### src/rtl/pf_pkg.sv
package pf_pkg;

  // Why a miss did or did not yield a queued candidate.
  typedef enum logic [2:0] {
    PF_TAKE      = 3'd0,
    PF_NO_MISS   = 3'd1,
    PF_THROTTLED = 3'd2,
    PF_RESIDENT  = 3'd3,
    PF_QUEUED    = 3'd4,
    PF_NO_ROOM   = 3'd5
  } pf_verdict_e;

endpackage

### src/rtl/pf_partner.sv
module pf_partner #(
  parameter int ADDR_W = 32,
  parameter int OFF_W  = 6
) (
  input  logic [ADDR_W-OFF_W-1:0] line_i,
  output logic [ADDR_W-OFF_W-1:0] partner_o
);

  localparam int LINE_W = ADDR_W - OFF_W;

  // Lowest bit of the line number selects the half of the aligned pair.
  always_comb begin
    partner_o    = line_i;
    partner_o[0] = ~line_i[0];
  end

  initial begin
    assert (LINE_W >= 2) else $error("address too narrow for line pairs");
  end

endmodule

### src/rtl/pf_filter.sv
module pf_filter
  import pf_pkg::*;
#(
  parameter int INFL_W   = 4,
  parameter int THROTTLE = 4
) (
  input  logic              miss_vld_i,
  input  logic [INFL_W-1:0] inflight_i,
  input  logic              resident_i,
  input  logic              queued_i,
  input  logic              full_i,
  output logic              take_o
);

  localparam logic [INFL_W-1:0] LIMIT = INFL_W'(THROTTLE);

  pf_verdict_e verdict;

  // Priority order: no miss, busy cache, already resident, already queued, no room.
  always_comb begin
    if (!miss_vld_i)              verdict = PF_NO_MISS;
    else if (inflight_i >= LIMIT) verdict = PF_THROTTLED;
    else if (resident_i)          verdict = PF_RESIDENT;
    else if (queued_i)            verdict = PF_QUEUED;
    else if (full_i)              verdict = PF_NO_ROOM;
    else                          verdict = PF_TAKE;
  end

  assign take_o = (verdict == PF_TAKE);

  initial begin
    assert (THROTTLE < (1 << INFL_W)) else $error("THROTTLE does not fit INFL_W");
  end

endmodule

### src/rtl/pf_queue.sv
module pf_queue #(
  parameter int LINE_W = 26,
  parameter int DEPTH  = 4
) (
  input  logic              clk,
  input  logic              rst_n,
  input  logic              push_i,
  input  logic [LINE_W-1:0] push_line_i,
  input  logic [LINE_W-1:0] cand_line_i,
  output logic              match_o,
  output logic              full_o,
  output logic [$clog2(DEPTH+1)-1:0] count_o,
  output logic              out_valid_o,
  input  logic              out_ready_i,
  output logic [LINE_W-1:0] out_line_o
);

  localparam int PTR_W = (DEPTH > 1) ? $clog2(DEPTH) : 1;
  localparam int CNT_W = $clog2(DEPTH + 1);
  localparam logic [PTR_W-1:0] LAST = PTR_W'(DEPTH - 1);

  logic [LINE_W-1:0] slot_q [DEPTH];
  logic [DEPTH-1:0]  occ_q, occ_d;
  logic [PTR_W-1:0]  wr_q, wr_d, rd_q, rd_d;
  logic [DEPTH-1:0]  hit_vec;
  logic              pop;

  // Compare the candidate against every held slot.
  for (genvar g = 0; g < DEPTH; g++) begin : g_match
    assign hit_vec[g] = occ_q[g] && (slot_q[g] == cand_line_i);
  end

  assign match_o     = |hit_vec;
  assign full_o      = &occ_q;
  assign count_o     = CNT_W'($countones(occ_q));
  assign out_valid_o = occ_q[rd_q];
  assign out_line_o  = slot_q[rd_q];
  assign pop         = out_valid_o && out_ready_i;

  always_comb begin
    occ_d = occ_q;
    wr_d  = wr_q;
    rd_d  = rd_q;
    if (pop) begin
      occ_d[rd_q] = 1'b0;
      rd_d = (rd_q == LAST) ? '0 : rd_q + 1'b1;
    end
    if (push_i) begin
      occ_d[wr_q] = 1'b1;
      wr_d = (wr_q == LAST) ? '0 : wr_q + 1'b1;
    end
  end

  always_ff @(posedge clk or negedge rst_n) begin
    if (!rst_n) begin
      occ_q <= '0;
      wr_q  <= '0;
      rd_q  <= '0;
    end else begin
      occ_q <= occ_d;
      wr_q  <= wr_d;
      rd_q  <= rd_d;
    end
  end

  // Payload storage: clock-enabled, no reset needed.
  always_ff @(posedge clk) begin
    if (push_i) slot_q[wr_q] <= push_line_i;
  end

  // a push never lands on an occupied slot.
  p_no_overflow_r6: assert property (@(posedge clk) disable iff (!rst_n)
    push_i |-> !occ_q[wr_q]);

  // a stalled request holds its valid and its address.
  p_hold_stall_r7: assert property (@(posedge clk) disable iff (!rst_n)
    (out_valid_o && !out_ready_i) |=> (out_valid_o && $stable(out_line_o)));

  // after a lone pop, the read pointer moves to the next slot in sequence.
  p_order_r8: assert property (@(posedge clk) disable iff (!rst_n)
    pop |=> (rd_q != $past(rd_q)));

endmodule

### src/rtl/pair_prefetcher.sv
module pair_prefetcher #(
  parameter int ADDR_W     = 32,
  parameter int LINE_BYTES = 64,
  parameter int INFL_W     = 4,
  parameter int THROTTLE   = 4,
  parameter int DEPTH      = 4
) (
  input  logic              clk,
  input  logic              rst_n,
  input  logic              miss_vld_i,
  input  logic [ADDR_W-1:0] miss_addr_i,
  input  logic [INFL_W-1:0] miss_inflight_i,
  output logic [ADDR_W-1:0] probe_addr_o,
  input  logic              probe_hit_i,
  output logic              pf_valid_o,
  input  logic              pf_ready_i,
  output logic [ADDR_W-1:0] pf_addr_o
);

  localparam int OFF_W  = $clog2(LINE_BYTES);
  localparam int LINE_W = ADDR_W - OFF_W;
  localparam int CNT_W  = $clog2(DEPTH + 1);

  // Reset: asserted asynchronously, released on the clock.
  logic [1:0] rst_pipe_q;
  logic       rst_sync_n;

  always_ff @(posedge clk or negedge rst_n) begin
    if (!rst_n) rst_pipe_q <= '0;
    else        rst_pipe_q <= {rst_pipe_q[0], 1'b1};
  end

  assign rst_sync_n = rst_pipe_q[1];

  logic [LINE_W-1:0] miss_line, partner_line, head_line;
  logic              queued, full, take;
  logic [CNT_W-1:0]  q_count;
  logic              unused_offset;

  assign miss_line     = miss_addr_i[ADDR_W-1:OFF_W];
  assign unused_offset = ^miss_addr_i[OFF_W-1:0];

  pf_partner #(
    .ADDR_W (ADDR_W),
    .OFF_W  (OFF_W)
  ) u_partner (
    .line_i    (miss_line),
    .partner_o (partner_line)
  );

  assign probe_addr_o = {partner_line, {OFF_W{1'b0}}};

  pf_filter #(
    .INFL_W   (INFL_W),
    .THROTTLE (THROTTLE)
  ) u_filter (
    .miss_vld_i (miss_vld_i),
    .inflight_i (miss_inflight_i),
    .resident_i (probe_hit_i),
    .queued_i   (queued),
    .full_i     (full),
    .take_o     (take)
  );

  pf_queue #(
    .LINE_W (LINE_W),
    .DEPTH  (DEPTH)
  ) u_queue (
    .clk         (clk),
    .rst_n       (rst_sync_n),
    .push_i      (take),
    .push_line_i (partner_line),
    .cand_line_i (partner_line),
    .match_o     (queued),
    .full_o      (full),
    .count_o     (q_count),
    .out_valid_o (pf_valid_o),
    .out_ready_i (pf_ready_i),
    .out_line_o  (head_line)
  );

  assign pf_addr_o = {head_line, {OFF_W{1'b0}}};

  // the probe names the other half of the same aligned pair.
  p_pair_r1: assert property (@(posedge clk) disable iff (!rst_sync_n)
    miss_vld_i |-> ((probe_addr_o[OFF_W] != miss_addr_i[OFF_W]) &&
                    (probe_addr_o[ADDR_W-1:OFF_W+1] == miss_addr_i[ADDR_W-1:OFF_W+1])));

  // an accepted miss is presented on the next cycle.
  p_next_cycle_r2: assert property (@(posedge clk) disable iff (!rst_sync_n)
    take |=> pf_valid_o);

  // a busy cache adds nothing to the queue.
  p_throttle_r3: assert property (@(posedge clk) disable iff (!rst_sync_n)
    (miss_inflight_i >= INFL_W'(THROTTLE)) |=> (q_count <= $past(q_count)));

  // a resident partner adds nothing to the queue.
  p_resident_r4: assert property (@(posedge clk) disable iff (!rst_sync_n)
    probe_hit_i |=> (q_count <= $past(q_count)));

  // a partner already queued is not accepted again.
  p_no_dup_r5: assert property (@(posedge clk) disable iff (!rst_sync_n)
    queued |-> !take);

  // with no miss, nothing is accepted.
  p_idle_r9: assert property (@(posedge clk) disable iff (!rst_sync_n)
    !miss_vld_i |-> !take);

endmodule

### config.mk
export PLATFORM = sky130hd
export DESIGN_NAME = pair_prefetcher
export DESIGN_NICKNAME = d
export VERILOG_FILES = /design/src/rtl/pf_pkg.sv /design/src/rtl/pf_partner.sv /design/src/rtl/pf_filter.sv /design/src/rtl/pf_queue.sv /design/src/rtl/pair_prefetcher.sv
export SDC_FILE = /design/constraint.sdc
export NUM_CORES = 1
export LEC_CHECK = 0
export ABC_AREA = 1
export CAP_MARGIN = 20
export CELL_PAD_IN_SITES_DETAIL_PLACEMENT = 1
export CELL_PAD_IN_SITES_GLOBAL_PLACEMENT = 1
export CORE_ASPECT_RATIO = 0.9
export CORE_MARGIN = 2
export CORE_UTILIZATION = 45
export CTS_BUF_LIST = sky130_fd_sc_hd__clkbuf_16
export CTS_CLUSTER_DIAMETER = 60
export DETAILED_ROUTE_END_ITERATION = 8
export DONT_BUFFER_PORTS = 1
export GPL_ROUTABILITY_DRIVEN = 1
export PLACE_DENSITY = 0.84
export SETUP_SLACK_MARGIN = 0.2
export SLEW_MARGIN = 10
export SYNTH_ARGS = -nofsm -noshare
export SYNTH_HDL_FRONTEND = slang
export SYNTH_SLANG_ARGS = --single-unit
export TNS_END_PERCENT = 100
### constraint.sdc
create_clock -name clk -period 3.1 [get_ports clk]
set_clock_uncertainty 0.15 [all_clocks]
set_input_delay 0 -clock clk [delete_from_list [all_inputs] [get_ports clk]]
set_output_delay 0 -clock clk [all_outputs]
set_load 0.05 [all_outputs]
==> After elaboration in Yosys (flattened, before gate mapping) <==
Memory sizes are Yosys's and may differ from the RTL's.
Index checks and enable logic that the tools add are counted.
{ "op_classes": {"addsub": 2, "multipliers": 0, "div_mod_pow": 0, "n_lt_le_gt_ge": 5, "eq_ne": 6, "n_shift": 0, "muxes": 17, "n_bitwise": 4, "reduce_logical": 10} }
{ "op_table": {"columns": ["cell", "count"], "rows": [
  ["$eq A26 B26 Y1", 4],
  ["$mux W3", 5],
  ["$mux W4", 2],
  ["$logic_and A1 B1 Y1", 7],
  ["$lt A2 B3 Y1 const B", 2],
  ["$mux W1", 5],
  ["$add A2 B1 Y2 const B", 2],
  ["$and A4 B4 Y4", 1],
  ["$demux W1 S2", 2],
  ["$eq A2 B2 Y1 const B", 2],
  ["$ge A2 B1 Y1 const B", 2],
  ["$ge A4 B3 Y1 const B", 1],
  ["$mux W2", 2],
  ["$not A4 Y4", 1],
  ["$or A4 B4 Y4", 1],
  ["$reduce_and A4 Y1", 1],
  ["$reduce_or A4 Y1", 1],
  ["$logic_not A3 Y1", 1],
  ["$bmux W1 S2", 1],
  ["$not A1 Y1", 1]
]} }
{ "word_totals": {"ff_bits": 10, "latchBits": 0, "ram_bits": 104, "rom_bits": 0, "input_bits": 41, "wordCells": 49, "mem_count": 1} }
{ "mem_list": {"columns": ["name", "depth", "width", "rd", "rd_clocked_by_memory_dff", "write_ports", "line_no", "source"], "rows": [
  ["u_queue.slot_q", 4, 26, 5, 0, 1, "pf_queue.sv:22", "logic [LINE_W-1:0] slot_q [DEPTH];"]
]} }

==> Depth between registers and ports, before layout <==
{ "depth": {"depth_word": 11, "ltp_mapped": 13, "ltp_nobuf": 12} }

==> By module <==
Synthesis repeated with hierarchy kept, for this count alone.
{ "unflattened": {"cells_unflattened": 783, "area_unflattened_um2": 6545.0} }
{ "modules_own_cells": {"columns": ["mod", "instances", "cells_each", "area_each_um2"], "rows": [
  ["pf_queue", 1, 735, 6180.9],
  ["pf_partner", 1, 26, 191.4],
  ["pair_prefetcher", 1, 16, 147.6],
  ["pf_filter", 1, 6, 25.0]
]} }

==> Worst setup path before layout <==
OpenSTA, ideal clock, no wires.
{ "synth_path": {"path_type": "reg2out", "start": "register u_queue.rd_q[1]", "end": "output pf_addr_o[12]", "t_arrival_ps": 2104, "required_time_ps": 2950, "setup_slack_ps": 846, "path_stages_with_launch": 7, "path_buffers": 3, "path_cell_list": "dfrtp_1 > clkbuf_2 > inv_1 > buf_2 > buf_2 > o21ai_0 > o21ai_0"} }
{ "synth_between": {"elab_chain_cells": 1} }
{ "synth_lines": {"columns": ["element", "line_no", "source"], "rows": [
  ["start: declaration", "pf_queue.sv:24", "logic [PTR_W-1:0] wr_q, wr_d, rd_q, rd_d;"],
  ["start signal: assignment", "pf_queue.sv:62", "rd_q <= rd_d;"],
  ["$mem_v2 Z4 W26", null, null],
  ["end: declaration", "pair_prefetcher.sv:17", "output logic [ADDR_W-1:0] pf_addr_o"]
]} }
No other way between the ends.

==> Worst setup path after layout <==
{ "layout_path": {"start": "register u_queue.occ_q[3]", "end": "memory u_queue.slot_q[1][6], enable pin"} }
{ "layout_between": {"elab_chain_cells": 9, "elab_cells_between_ends": 11, "classes_between": "mux (7); reduce/logical (4)"} }
{ "layout_lines": {"columns": ["element", "line_no", "source"], "rows": [
  ["start: declaration", "pf_queue.sv:23", "logic [DEPTH-1:0] occ_q, occ_d;"],
  ["start signal: assignment", "pf_queue.sv:56", "occ_q <= '0;"],
  ["start signal: assignment", "pf_queue.sv:60", "occ_q <= occ_d;"],
  ["$reduce_and A4 Y1 or $logic_and A1 B1 Y1 (tied branches)", "pf_queue.sv:34, pf_queue.sv:30", null],
  ["$mux W3 or $reduce_or A4 Y1 (tied branches)", "pf_filter.sv:25, pf_queue.sv:33", null],
  ["$mux W3 *", "pf_filter.sv:24", "else if (queued_i) verdict = PF_QUEUED;"],
  ["$mux W3 *", "pf_filter.sv:23", "else if (resident_i) verdict = PF_RESIDENT;"],
  ["$mux W3 *", "pf_filter.sv:22", "else if (inflight_i >= LIMIT) verdict = PF_THROTTLED;"],
  ["$mux W3 *", "pf_filter.sv:21", "if (!miss_vld_i) verdict = PF_NO_MISS;"],
  ["$logic_not A3 Y1 *", "pf_filter.sv:29", "assign take_o = (verdict == PF_TAKE);"],
  ["$mux W1 *", "pf_queue.sv:68", "if (push_i) slot_q[wr_q] <= push_line_i;"],
  ["$mux W1 (not written as such) *", "pf_queue.sv:68", null],
  ["end: declaration", "pf_queue.sv:22", null]
]} }
Every way passes the cells marked *; elsewhere a longest branch is shown, timed or not.

==> impl_metrics.toml <==
[status]
outcome = "finished, violations left"
violations = "negative hold slack"

[finish]
synthToLayoutAreaGrowth_pct = 18.2
nets = 863
antennaDiodeCount = 0
fin_cells = 1020
nFillCells = 1643
drive_gt1_share_pct = 11.0
fin_util_pct = 54.5

[detailed_routing]
firstDrtPassIters = 5
vias = 5709
post_drt_wl_per_cell_um = 22.2
initialDrtViolationCount = 468
drc = 0
vias_per_cell = 5.60
wl_um = 22600
ant_nets = 0

[critical_path]
path_delay_family = "buffers and inverters"
cpMostUsedCell = "nand4_1"
slowest_stage = "dlygate4sd3_1"
cp-end-kind = "register"
cp-start-kind = "register"
critPathBufInv = 3
slowest_delay_ps = 630
cp_cell_sequence = "nand4_1 > nand4_1 > dlygate4sd3_1 > nor2_4 > nand4_1 > inv_1 > buf_4"
worstPathRequired_ps = 3010
cp.arrival_ps = 2680
crit_path_max_fanout = 26
critical_path_class = "register to register"

[sta]
holdWs_ps = -10.5
worst_slew_pin_slew_ps = 738
setup_violations = 0
period_needed_ps = 2770
finalMaxSlewViolations = 0
rsz0062_at_grt = "no"
fin_tns_setup_ps = 0
finalHoldViolations = 8
min_period_over_period_pct = 89.2
relSlewSlack_pct = 50.7
max_freq_mhz = 362

[floorplanning]
die_y_um = 118
start_util_pct = 46.1
rows = 41
num_io_pins = 106
die_w_um = 130
core_area_um2 = 14000
die_area_um2 = 15300

[yosys]
synthArstFlopShare_pct = 8.77
synth_cells = 772
ys_seq_area_share_pct = 52.3
ys_types = 30
synthAdderAreaFrac_pct = 1.55
synth-xor-area-share_pct = 3.66
synthesis.area_um2 = 6450
yosysWarnings = 0
synth_top_family_by_area = "simple AND/OR/NAND/NOR gates"
ys_ff_latch = 114
synth_edf_count = 104
muxShareOfSynthArea_pct = 0
yosys.area.top_type = "edfxtp_1"
synth_top_area_share_pct = 48.4
syn_avg_cell_area_um2 = 8.36
synth_compound_area_share_pct = 8.78
synth_ff_type = "edfxtp_1"
synth_area_leaders = "edfxtp_1, nand2_1, nor2_1"
synth_simple_gate_area_share_pct = 22.3

[global_route]
grt_max_degree = 48
top_usage_layer = "met2"
grt_pass1_wl_um = 34600
grt_util_met2_pct = 50.3
grt_use_met1_pct = 38.0
antenna_found_initial = 0
grt_usage_pct = 30.6
grt_pass1_vias = 6041
gr-usage-met3_pct = 7.50
grt-ovfl-total = 0

[place]
dp_hpwl_um = 14100
dpl.cell_count = 957
numPortBuffers = 0
gp_congestion = 0.959

[flow_run]
drv_cap = 0

[clock_network]
cts_setup_buffers = 0
cts_buffer_depth = 2
clk_pin_slew_worst_paths_ps = 60
worstSkewPairLatency_ps = 430
cts_root_buf = "clkbuf_16"
clkSinkCount = 114
cts-buffers-inserted = 17
cts_max_level = 4
cts_tree = "yes"

[power_and_ir_drop]
power_frac_comb_pct = 41.9
p_clk_share_pct = 30.5
p_seq_share_pct = 27.6
p_sw_mw = 2.80
power_density_nw_per_um2 = 873
peakVddDrop_uv = 606
swShare_pct = 42.1
p_leak_nw = 3.31
p_int_mw = 3.86

[worst_hold_path]
hp-class = "register to async pin"
## power by group through the flow
stage	Combinational, mW	Clock (mW)	Sequential (mW)
finish	2.79	2.03	1.84
global route	2.94	2.10	1.84
CTS	2.76	2.01	1.83
detailed placement	2.62	0	1.86
global placement	2.55	0	1.85
floorplan	1.82	0	1.84
## worst paths after layout
path | startpoint | cells past startpoint | end | slack [ps]
worst max register to register | u_queue.occ_q[3] | 7 | u_queue.slot_q[1][6] | 330
max in group asynchronous | rst_n | 2 | rst_pipe_q[0] | 2480
min in group clk | miss_addr_i[11] | 8 | u_queue.wr_q[0] | 140
worst min register to register | rst_pipe_q[1] | 0 | u_queue.occ_q[0] | -10
worst min-delay path | rst_pipe_q[1] | 0 | u_queue.occ_q[0] | -10
worst max-delay path | u_queue.occ_q[3] | 7 | u_queue.slot_q[1][6] | 330
## layout make-up
cell class | instances | area, um^2 | area share [%]
Inverter | 96 | 360 | 4.72
Clock inverter | 15 | 174 | 2.28
Tap cell | 193 | 241 | 3.16
Timing Repair Buffer | 70 | 666 | 8.72
Sequential cell | 114 | 3370 | 44.2
Multi-Input combinational cell | 515 | 2390 | 31.3
Clock buffer | 17 | 425 | 5.57
## Yosys cell counts, drive strengths merged, types with 5 or more instances
cell	count
dfrtp	10
o21ai	69
a21oi	23
nand4	14
clkbuf	10
o22ai	17
xnor2	22
nor2	103
edfxtp	104
nand3	10
or2	6
buf	48
inv	96
ha	8
xor2	5
nand2	222
## placed cells by master (no fill, tap or decap), types with 2 or more instances in the layout
master         Yosys  layout
nand2_1          221     221
edfxtp_1         104     104
nor2_1           100     100
inv_1             83      84
o21ai_0           62      58
buf_4             37      34
dlygate4sd3_1      0      31
a21oi_1           23      23
xnor2_1           22      22
o22ai_1           17      17
clkbuf_16          0      17
inv_2             13      14
nand4_1           14      14
conb_1             2      13
o21ai_1            7      11
dfrtp_1           10      10
nand3_1            8       8
ha_1               8       8
xor2_1             5       5
or2_2              5       5
buf_12             0       5
bufinv_16          0       4
clkinv_2           0       4
clkinv_1           0       3
nor2_2             2       2
nand3_2            2       2
clkinvlp_4         0       2
## registers in the layout, summed over array words and instances (netlist names)
register / count
rst_pipe_q: 2
u_queue.occ_q: 4
u_queue.rd_q: 2
u_queue.slot_q: 104
u_queue.wr_q: 2
## cell families after synthesis
group	after synthesis
adder cells (fa/ha/maj)	8
buffers and inverters	154
XOR/XNOR	27
other	2
AND/OR/NAND/NOR	358
AO/OA/AOI/OAI	109
flip-flops	114
## timing repair
action | CTS | global route
hold buffers | 31 | 0
setup endpoints to repair | 0 | 21
resized for setup | 0 | 1
endpoints found under the hold margin | 140 | 0
## worst register-to-register path: cells and delay by family, from the launching register on
family                 cells  cell delay, ps
and+or+nand+nor            4             650
DFF                        1             470
buffers and inverters      3            1130
## metal layers
layer,wire length (um),up-vias
met2,11100,316
met1,8830,2800
li1,-,2536
met4,776,0
met3,1890,57
met5,0,-
## through the flow
| stage | setup slack (ps) | power, mW | cell area, um^2 |
|---|---|---|---|
| floorplan | 846 | 3.66 | 6490 |
| global placement | 710 | 4.40 | 6720 |
| finish | 334 | 6.66 | 7630 |
| detailed placement | 605 | 4.48 | 6720 |
| global route | 255 | 6.88 | 7630 |
| CTS | 346 | 6.61 | 7630 |
Power figures use the tool's default switching activity.
